## src/rtl/segmon_pkg.sv

```systemverilog
package segmon_pkg;
  typedef struct packed {
    logic shift;      // advance the configuration chain this edge
    logic forceMiss;  // override the compare result to mismatch
  } segStrobe_t;
endpackage

```

## src/rtl/seg_ctrl.sv

```systemverilog
module seg_ctrl
  import segmon_pkg::*;
(
  input  logic       scanEn,
  output segStrobe_t stb
);
  // Loading and result masking are both tied to the scan enable.
  always_comb begin
    stb.shift     = scanEn;
    stb.forceMiss = scanEn;
  end
endmodule

```

## src/rtl/seg_cfg_cell.sv

```systemverilog
module seg_cfg_cell (
  input  logic clk,
  input  logic rstN,
  input  logic shift,
  input  logic sIn,
  input  logic obsBit,
  output logic cfgEn,
  output logic cfgVal,
  output logic missBit
);
  // Serial path inside the cell: sIn -> cfgVal -> cfgEn -> next cell.
  always_ff @(posedge clk or negedge rstN) begin
    if (!rstN) begin
      cfgEn  <= 1'b0;
      cfgVal <= 1'b0;
    end else if (shift) begin
      cfgVal <= sIn;
      cfgEn  <= cfgVal;
    end
  end

  assign missBit = cfgEn & (obsBit ^ cfgVal);

  // one bit moves per shift edge
  p_shift_r1: assert property (@(posedge clk) disable iff (!rstN)
    shift |=> (cfgVal == $past(sIn)) && (cfgEn == $past(cfgVal)));

  // configuration holds without shift
  p_hold_r2: assert property (@(posedge clk) disable iff (!rstN)
    !shift |=> $stable(cfgEn) && $stable(cfgVal));
endmodule

```

## src/rtl/seg_datapath.sv

```systemverilog
module seg_datapath
  import segmon_pkg::*;
#(
  parameter int NUM_BITS = 8
) (
  input  logic                clk,
  input  logic                rstN,
  input  segStrobe_t          stb,
  input  logic                scanIn,
  input  logic [NUM_BITS-1:0] obsBits,
  output logic                scanOut,
  output logic                missQ
);
  logic [NUM_BITS-1:0] cfgEn;
  logic [NUM_BITS-1:0] cfgVal;
  logic [NUM_BITS-1:0] missVec;
  logic [NUM_BITS-1:0] chainIn;

  // Bit 0 is fed from the pin; each later cell takes its neighbour's enable.
  assign chainIn = {cfgEn[NUM_BITS-2:0], scanIn};

  for (genvar g = 0; g < NUM_BITS; g++) begin : gCell
    seg_cfg_cell uCell (
      .clk     (clk),
      .rstN    (rstN),
      .shift   (stb.shift),
      .sIn     (chainIn[g]),
      .obsBit  (obsBits[g]),
      .cfgEn   (cfgEn[g]),
      .cfgVal  (cfgVal[g]),
      .missBit (missVec[g])
    );
  end

  assign scanOut = cfgEn[NUM_BITS-1];

  always_ff @(posedge clk or negedge rstN) begin
    if (!rstN)              missQ <= 1'b1;
    else if (stb.forceMiss) missQ <= 1'b1;
    else                    missQ <= |missVec;
  end

  // a shift edge always yields mismatch
  p_force_miss_r7: assert property (@(posedge clk) disable iff (!rstN)
    stb.forceMiss |=> missQ);

  // nothing enabled means a match
  p_all_off_r9: assert property (@(posedge clk) disable iff (!rstN)
    (!stb.forceMiss && (cfgEn == '0)) |=> !missQ);

  // the chain end takes the last cell's value bit on a shift
  p_scan_out_r3: assert property (@(posedge clk) disable iff (!rstN)
    stb.shift |=> scanOut == $past(cfgVal[NUM_BITS-1]));
endmodule

```

## src/rtl/ff_match_segment.sv

```systemverilog
module ff_match_segment
  import segmon_pkg::*;
#(
  parameter int NUM_BITS = 8
) (
  input  logic                clk,
  input  logic                rstN,
  input  logic                scanEn,
  input  logic                scanIn,
  output logic                scanOut,
  input  logic [NUM_BITS-1:0] obsBits,
  output logic                segMiss
);
  segStrobe_t stb;

  seg_ctrl uCtrl (
    .scanEn (scanEn),
    .stb    (stb)
  );

  seg_datapath #(.NUM_BITS(NUM_BITS)) uDp (
    .clk     (clk),
    .rstN    (rstN),
    .stb     (stb),
    .scanIn  (scanIn),
    .obsBits (obsBits),
    .scanOut (scanOut),
    .missQ   (segMiss)
  );
endmodule

```

## config.mk

```make
export PLATFORM = sky130hd
export DESIGN_NAME = ff_match_segment
export DESIGN_NICKNAME = d
export VERILOG_FILES = /design/src/rtl/segmon_pkg.sv /design/src/rtl/seg_ctrl.sv /design/src/rtl/seg_cfg_cell.sv /design/src/rtl/seg_datapath.sv /design/src/rtl/ff_match_segment.sv
export SDC_FILE = /design/constraint.sdc
export NUM_CORES = 1
export LEC_CHECK = 0
export BUFFER_PORTS_ARGS = -buffer_cell sky130_fd_sc_hd__clkbuf_2
export CELL_PAD_IN_SITES_DETAIL_PLACEMENT = 1
export CELL_PAD_IN_SITES_GLOBAL_PLACEMENT = 1
export CORE_MARGIN = 5
export CORE_UTILIZATION = 42
export CTS_CLUSTER_DIAMETER = 200
export CTS_CLUSTER_SIZE = 28
export DETAILED_ROUTE_END_ITERATION = 16
export PLACE_DENSITY = 0.7
export SLEW_MARGIN = 20
export SYNTH_ARGS = -nofsm -noshare
export SYNTH_HDL_FRONTEND = slang
export SYNTH_SLANG_ARGS = --single-unit
```

## constraint.sdc

```tcl
create_clock -name clk -period 1.17 [get_ports clk]
set_input_delay 0.2925 -clock clk [delete_from_list [all_inputs] [get_ports clk]]
set_output_delay 0.2925 -clock clk [all_outputs]
set_load 0.01 [all_outputs]
```

# After elaboration in Yosys (flattened, before gate mapping)
# Index checks and enable logic that the tools add are counted.
# op_classes
n_bitwise,16
mux,1
reduce_logical,1
# op_table
operator,count
bitwise AND 1 bit,8
OR reduction 8 bit,1
XOR 1 bit,8
two-way mux 1 bit,1
# totals
in_bits,12
elab_cells,35
reg_bits,17
output_inout_bits,2

# Logic depth before layout (Yosys ltp)
# Gate-level depths: netlist of the first run.
# depth
ltp_word,4
ltp_mapped,4
mapped_depth_nobuf,4

# Cells and area by module
# From an unflattened synthesis of the first run, not the netlist that was laid out.
# unflattened
cells_unflattened,55
hier_area_um2,762.0
# modules_own_cells
mod,area_per_inst_um2,seq_area_each_um2,cells_per_inst,n_inst
seg_cfg_cell,87.6,50.0,6,8
seg_datapath,46.3,26.3,5,1
seg_ctrl,15.0,0.0,2,1

# Worst setup path after synthesis of the first run
# No wires, ideal clock.
# synth_timing
path_type,flip-flop to flip-flop
from,register uDp.gCell[1].uCell.cfgVal
to,register uDp.missQ
setup_slack_ns,0.094
setup_time_ns,0.089
period_less_slack_ns,1.076
t_required_ns,1.081
path_buffers,0
stages_incl_launch_ff,5
arrival_time_ns,0.986
cell_sequence,dfrtp_1 -> xor2_1 -> a22o_1 -> a221oi_2 -> nand3_1
# synth_via
elab_chain_len,4
# synth_rtl
element,line_no,source
from (decl),seg_cfg_cell.sv:8,"output logic cfgVal,"
from (signal assigned),seg_cfg_cell.sv:17,cfgVal <= sIn;
XOR 1 bit,seg_cfg_cell.sv:22,assign missBit = cfgEn & (obsBit ^ cfgVal);
bitwise AND 1 bit,seg_cfg_cell.sv:22,
OR reduction 8 bit,seg_datapath.sv:40,else missQ <= |missVec;
two-way mux 1 bit,seg_datapath.sv:39,else if (stb.forceMiss) missQ <= 1'b1;
to (signal assigned),seg_datapath.sv:40,
to (decl),seg_datapath.sv:12,output logic missQ
# No other way between the ends.
# A chain may end at the register's enable or synchronous reset.

# Final worst setup path of the first run
# layout_timing
from,register uDp.missQ
to,output segMiss
# layout_lines
element,line_no,source
to (decl),ff_match_segment.sv:12,output logic segMiss
# No word-level cell between the ends.

==> results.cfg, run 1 <==
[outcome]
status = finished with violations
violations = negative setup slack

[worst_setup_path]
end_kind = primary output
cp-start-kind = flip-flop
crit_chain = buf_6
crit_buf_inv = 1
crit_fanout = 1
cpPeakStageDelay_ns = 0.54
rrSetupSlack_ns = 0.03
cp_slowest_cell = dfstp_2
crit_arrival_ns = 0.91
required_ns = 0.88
crit_type = flip-flop to primary output
path_delay_family = flip-flops

[global_route]
grt_usage = 0.107
gr-usage-met2 = 0.163
grt_use_met3 = 0.0430
met1_usage = 0.140
grt_pass1_vias = 467
top_usage_layer = met2
grt_pass1_wl_um = 2140
grt.overflow.total = 0
grt_max_degree = 18
antenna_found_initial = 0

[placement]
post-dp-hpwl_um = 877
io_buffers = 13
preCtsSetupSlack_ns = -0.0304
place_area_um2 = 807
gp_congestion = 0.682
placed_cells = 76

[finish]
diodes = 0
final_cell_area_um2 = 865
areaGrowthSynthToFinish_pct = 17.3
regArea_um2 = 427
fin_nets = 79
final_cell_mix = 16 x mux2_2, 16 x dfrtp_1, 12 x clkbuf_2
multiInputGateArea_um2 = 294
stdcell_count = 83
fillerInstances = 180
layout-drive-gt1-share = 0.545

[yosys]
yosysWarnings = 0
muxShareOfSynthArea = 0.244
synth-simple-area-share = 0.00679
synth_area_um2 = 737
syn_inst = 48
synth-xor-area-share = 0.0951
synthAdderAreaFrac = 0
yosys-top-cells-area = dfrtp_1 54%, mux2_2 24%, xor2_1 9.5%, dfstp_2 3.6%, a221oi_2 2.0%
synth_compound_area_frac = 0.0526
yosys.area.top_type = dfrtp_1
avgSynthCellArea_um2 = 15.4
synth_fp_nets = 60
ys_ff_latch = 17
synth_top_family_by_area = multiplexers
synth_seq_area_share = 0.579
ys_types = 11
yosysTopAreaCellShare = 0.543

[sta]
grt_setup_unrepaired = true
hold_violations = 0
slew_viol_final = 0
hold_ws_ns = 0.231
maxSlewHeadroom = 0.724
setup_viol = 1
period_share = 1.03
fmax_ghz = 0.829
fin_ws_ns = -0.0369
tightest_slew_ns = 0.415
min_period_ns = 1.21
skew_ns = 0.00518

[cts]
cts_tree = built
htree_levels = 1
clock_sinks = 17
max-clock-path-buffers = 2
clockRootBuffer = clkbuf_4
path_clk_slew_ns = 0.10
numCtsBuffers = 3
worstSkewPairLatency_ns = 0.28

[pwr]
power_density_mw_per_mm2 = 2070
peakVddDrop_mv = 1.07
p_leak_nw = 0.400

[routing]
via_per_inst = 5.34
via_count = 443
ant_nets = 0
dr.first_iter.drc_count = 3
wl_per_cell_um = 14.5
drc_errors = 0
wl_um = 1210
drtPass1Iterations = 4

[floorplanning]
fp-row-count = 15
die_width_um = 51.9
initial_core_util = 0.436
dieArea_mm2 = 0.00269
die_y_um = 51.9
design.core.area_mm2 = 0.00169
num_io_pins = 14

[flow_run]
cap_violations = 0

[min_path]
min_path_type = input port to flip-flop
sequential cells by signal, summed over array words and instances (netlist names):
| signal | count |
|---|---|
| uDp.gCell.uCell.cfgVal | 8 |
| uDp.missQ | 1 |
| uDp.gCell.uCell.cfgEn | 8 |
what timing repair did:
item	4_1_cts	5_1_grt
hold endpoints to repair	16	0
pin swaps	3	1
setup endpoints to repair	2	2
hold buffers	1	0
gates cloned	0	0
resized for setup	0	2
setup buffers	1	1
per-stage QoR:
step,TNS (ns),utilization,power (mW)
global route,-0.141,0.512,1.94
detailed placement,-0.0367,0.478,1.48
finish,-0.0369,0.512,1.79
floorplan,0,-,1.32
CTS,-0.0693,0.504,1.80
global placement,-0.00550,0.478,1.46
synthesized netlist by cell type (all sizes together):
cell / number
a221oi: 1
dfstp: 1
xor2: 8
a222oi: 1
mux2: 16
dfrtp: 16
nand3: 1
buf: 2
a22o: 1
a21oi: 1
power breakdown:
group | switching, mW | internal (mW)
registers | 0.175 | 0.815
logic | 0.170 | 0.321
clock network | 0.177 | 0.132
total | 0.522 | 1.27
logic make-up (layout without fill, tap and decap cells):
group           Yosys count  after routing
compound gates            4              4
simple gates              1              1
buf+inv                   2             20
xor+xnor                  8              8
flops                    17             17
mux                      16             16
per-layer routing:
metal	vias up	part of all wire
li1	208	-
met1	227	0.47
met2	8	0.48
met3	0	0.042
met4	0	0
met5	-	0
path summary, 6_finish.rpt:
| kind | startpoint | endpoint | cells after the start |
|---|---|---|---|
| max | uDp.missQ$_DFF_PN1_ | segMiss | 1 |
| min | scanIn | uDp.gCell[0].uCell.cfgVal$_DFFE_PN0P_ | 2 |
| max reg2reg | uDp.gCell[1].uCell.cfgVal$_DFFE_PN0P_ | uDp.missQ$_DFF_PN1_ | 4 |
| min reg2reg | uDp.gCell[2].uCell.cfgEn$_DFFE_PN0P_ | uDp.gCell[2].uCell.cfgEn$_DFFE_PN0P_ | 1 |
| max in group asynchronous | rstN | uDp.missQ$_DFF_PN1_ | 2 |
| min in group asynchronous | rstN | uDp.gCell[1].uCell.cfgVal$_DFFE_PN0P_ | 2 |
final cells by class:
class,instances,share of cell area
sequential,17,0.493
multi-input combinational,29,0.340
timing repair buffer,16,0.111
clock buffer,4,0.0304
tap,17,0.0246
Power figures use the tool's default switching activity.
==> run 2, diff against run 1 <==
==> constraint.sdc (replaced) <==
create_clock -name clk -period 1.17 [get_ports clk]
set_input_delay 0.2925 -clock clk [delete_from_list [all_inputs] [get_ports clk]]
set_output_delay 0.2925 -clock clk [all_outputs]
set_load 0.005 [all_outputs]
==> results.cfg, run 2 (synthesis results as in run 1) <==
[outcome]
status = finished with violations
violations = negative setup slack

[floorplanning]
num_io_pins = 14
die_width_um = 51.9
die_y_um = 51.9
initial_core_util = 0.436
fp-row-count = 15
design.core.area_mm2 = 0.00169
dieArea_mm2 = 0.00269

[finish]
areaGrowthSynthToFinish_pct = 16.5
final_cell_area_um2 = 858
diodes = 0
final_cell_mix = 16 x mux2_2, 16 x dfrtp_1, 13 x clkbuf_2
layout-drive-gt1-share = 0.545
reg_top3 = uDp.gCell.uCell.cfgEn (8), uDp.gCell.uCell.cfgVal (8), uDp.missQ (1)
fin_nets = 79

[worst_setup_path]
crit_type = flip-flop to primary output
crit_arrival_ns = 0.91
crit_chain = clkbuf_2
cp_slowest_cell = dfstp_2
required_ns = 0.88
crit_buf_inv = 1
r2r-start = uDp.gCell[1].uCell.cfgVal$_DFFE_PN0P_
path_delay_family = flip-flops
cp-start-kind = flip-flop
crit_fanout = 1
cpPeakStageDelay_ns = 0.53
r2r_end = uDp.missQ$_DFF_PN1_
rrSetupSlack_ns = 0.03
end_kind = primary output
ff2ff_path_depth = 4

[global_route]
grt.overflow.total = 0
grt_pass1_wl_um = 2140
grt_usage = 0.107
antenna_found_initial = 0
grt_pass1_vias = 467
grt_max_degree = 18

[sta]
grt_setup_unrepaired = true
slew_viol_final = 0
setup_viol = 1
maxSlewHeadroom = 0.724
period_share = 1.03
fin_ws_ns = -0.0331
hold_violations = 0
fmax_ghz = 0.831
min_period_ns = 1.20
tightest_slew_ns = 0.415
skew_ns = 0.00518

[min_path]
min_path_cells = 2
min_path_type = input port to flip-flop
hold_path_end = uDp.gCell[0].uCell.cfgVal$_DFFE_PN0P_
min_from = scanIn

[pwr]
power_density_mw_per_mm2 = 2060
peakVddDrop_mv = 1.05
p_leak_nw = 0.398
p_total_mw = 1.77

[routing]
drc_errors = 0
wl_per_cell_um = 14.5
drtPass1Iterations = 4
ant_nets = 0
via_per_inst = 5.34
via_count = 443
wl_um = 1210
dr.first_iter.drc_count = 3

[cts]
max-clock-path-buffers = 2
cts.repair.resized = 0
numCtsBuffers = 3
clock_sinks = 17
worstSkewPairLatency_ns = 0.28
clockRootBuffer = clkbuf_4
cts_tree = built
path_clk_slew_ns = 0.10
htree_levels = 1

[placement]
place_area_um2 = 807
gp_congestion = 0.682
post-dp-hpwl_um = 877
io_buffers = 13

[flow_run]
cap_violations = 0
==> run 2: power by group <==
part	switching, mW	internal (mW)
logic	0.160	0.310
registers	0.173	0.815
clock network	0.177	0.132
==> run 2: stage by stage <==
stage / util / setup WS [ns] / hold slack, ns / std cells / setup TNS (ns)
floorplan: - / 0.0943 / -0.00309 / 48 / 0
finish: 0.508 / -0.0331 / 0.231 / 83 / -0.0331
CTS: 0.504 / -0.0499 / 0.224 / 82 / -0.0499
global route: 0.508 / -0.0815 / 0.214 / 83 / -0.141
global placement: 0.478 / -0.00550 / 0.249 / 76 / -0.00550
detailed placement: 0.478 / -0.0304 / 0.249 / 76 / -0.0367
==> run 2: area by class of cell <==
cell class,instances,area (um2)
fillers,182,831
flip-flops and latches,17,427
multi-input cells,29,294
repair buffers,16,90.1
clock buffers,4,26.3
well taps,17,21.3
==> run 2: worst max path at each step <==
| stage | to | start | depth (start not counted) | slack, ns |
|---|---|---|---|---|
| floorplan | uDp.missQ$_DFF_PN1_ | uDp.gCell[1].uCell.cfgVal$_DFFE_PN0P_ | 4 | 0.09 |
| global placement | uDp.missQ$_DFF_PN1_ | uDp.gCell[1].uCell.cfgVal$_DFFE_PN0P_ | 4 | -0.005 |
| detailed placement | uDp.missQ$_DFF_PN1_ | uDp.gCell[1].uCell.cfgVal$_DFFE_PN0P_ | 4 | -0.03 |
| CTS | segMiss | uDp.missQ$_DFF_PN1_ | 1 | -0.05 |
| global route | segMiss | uDp.missQ$_DFF_PN1_ | 1 | -0.08 |
| finish | segMiss | uDp.missQ$_DFF_PN1_ | 1 | -0.03 |
==> run 2: per-layer routing <==
metal  GRT usage  part of all wire  up-vias
met1       0.140              0.47      227
met3      0.0430             0.042        0
met4      0.0262                 0        0
met2       0.163              0.48        8
met5           0                 0        -
li1            -                 -      208
==> run 2: what timing repair did <==
action,in CTS,in global routing
setup buffers,1,1
endpoints found under the hold margin,16,0
hold buffers,1,0
endpoints found under the setup margin,2,2
pin swaps,3,1
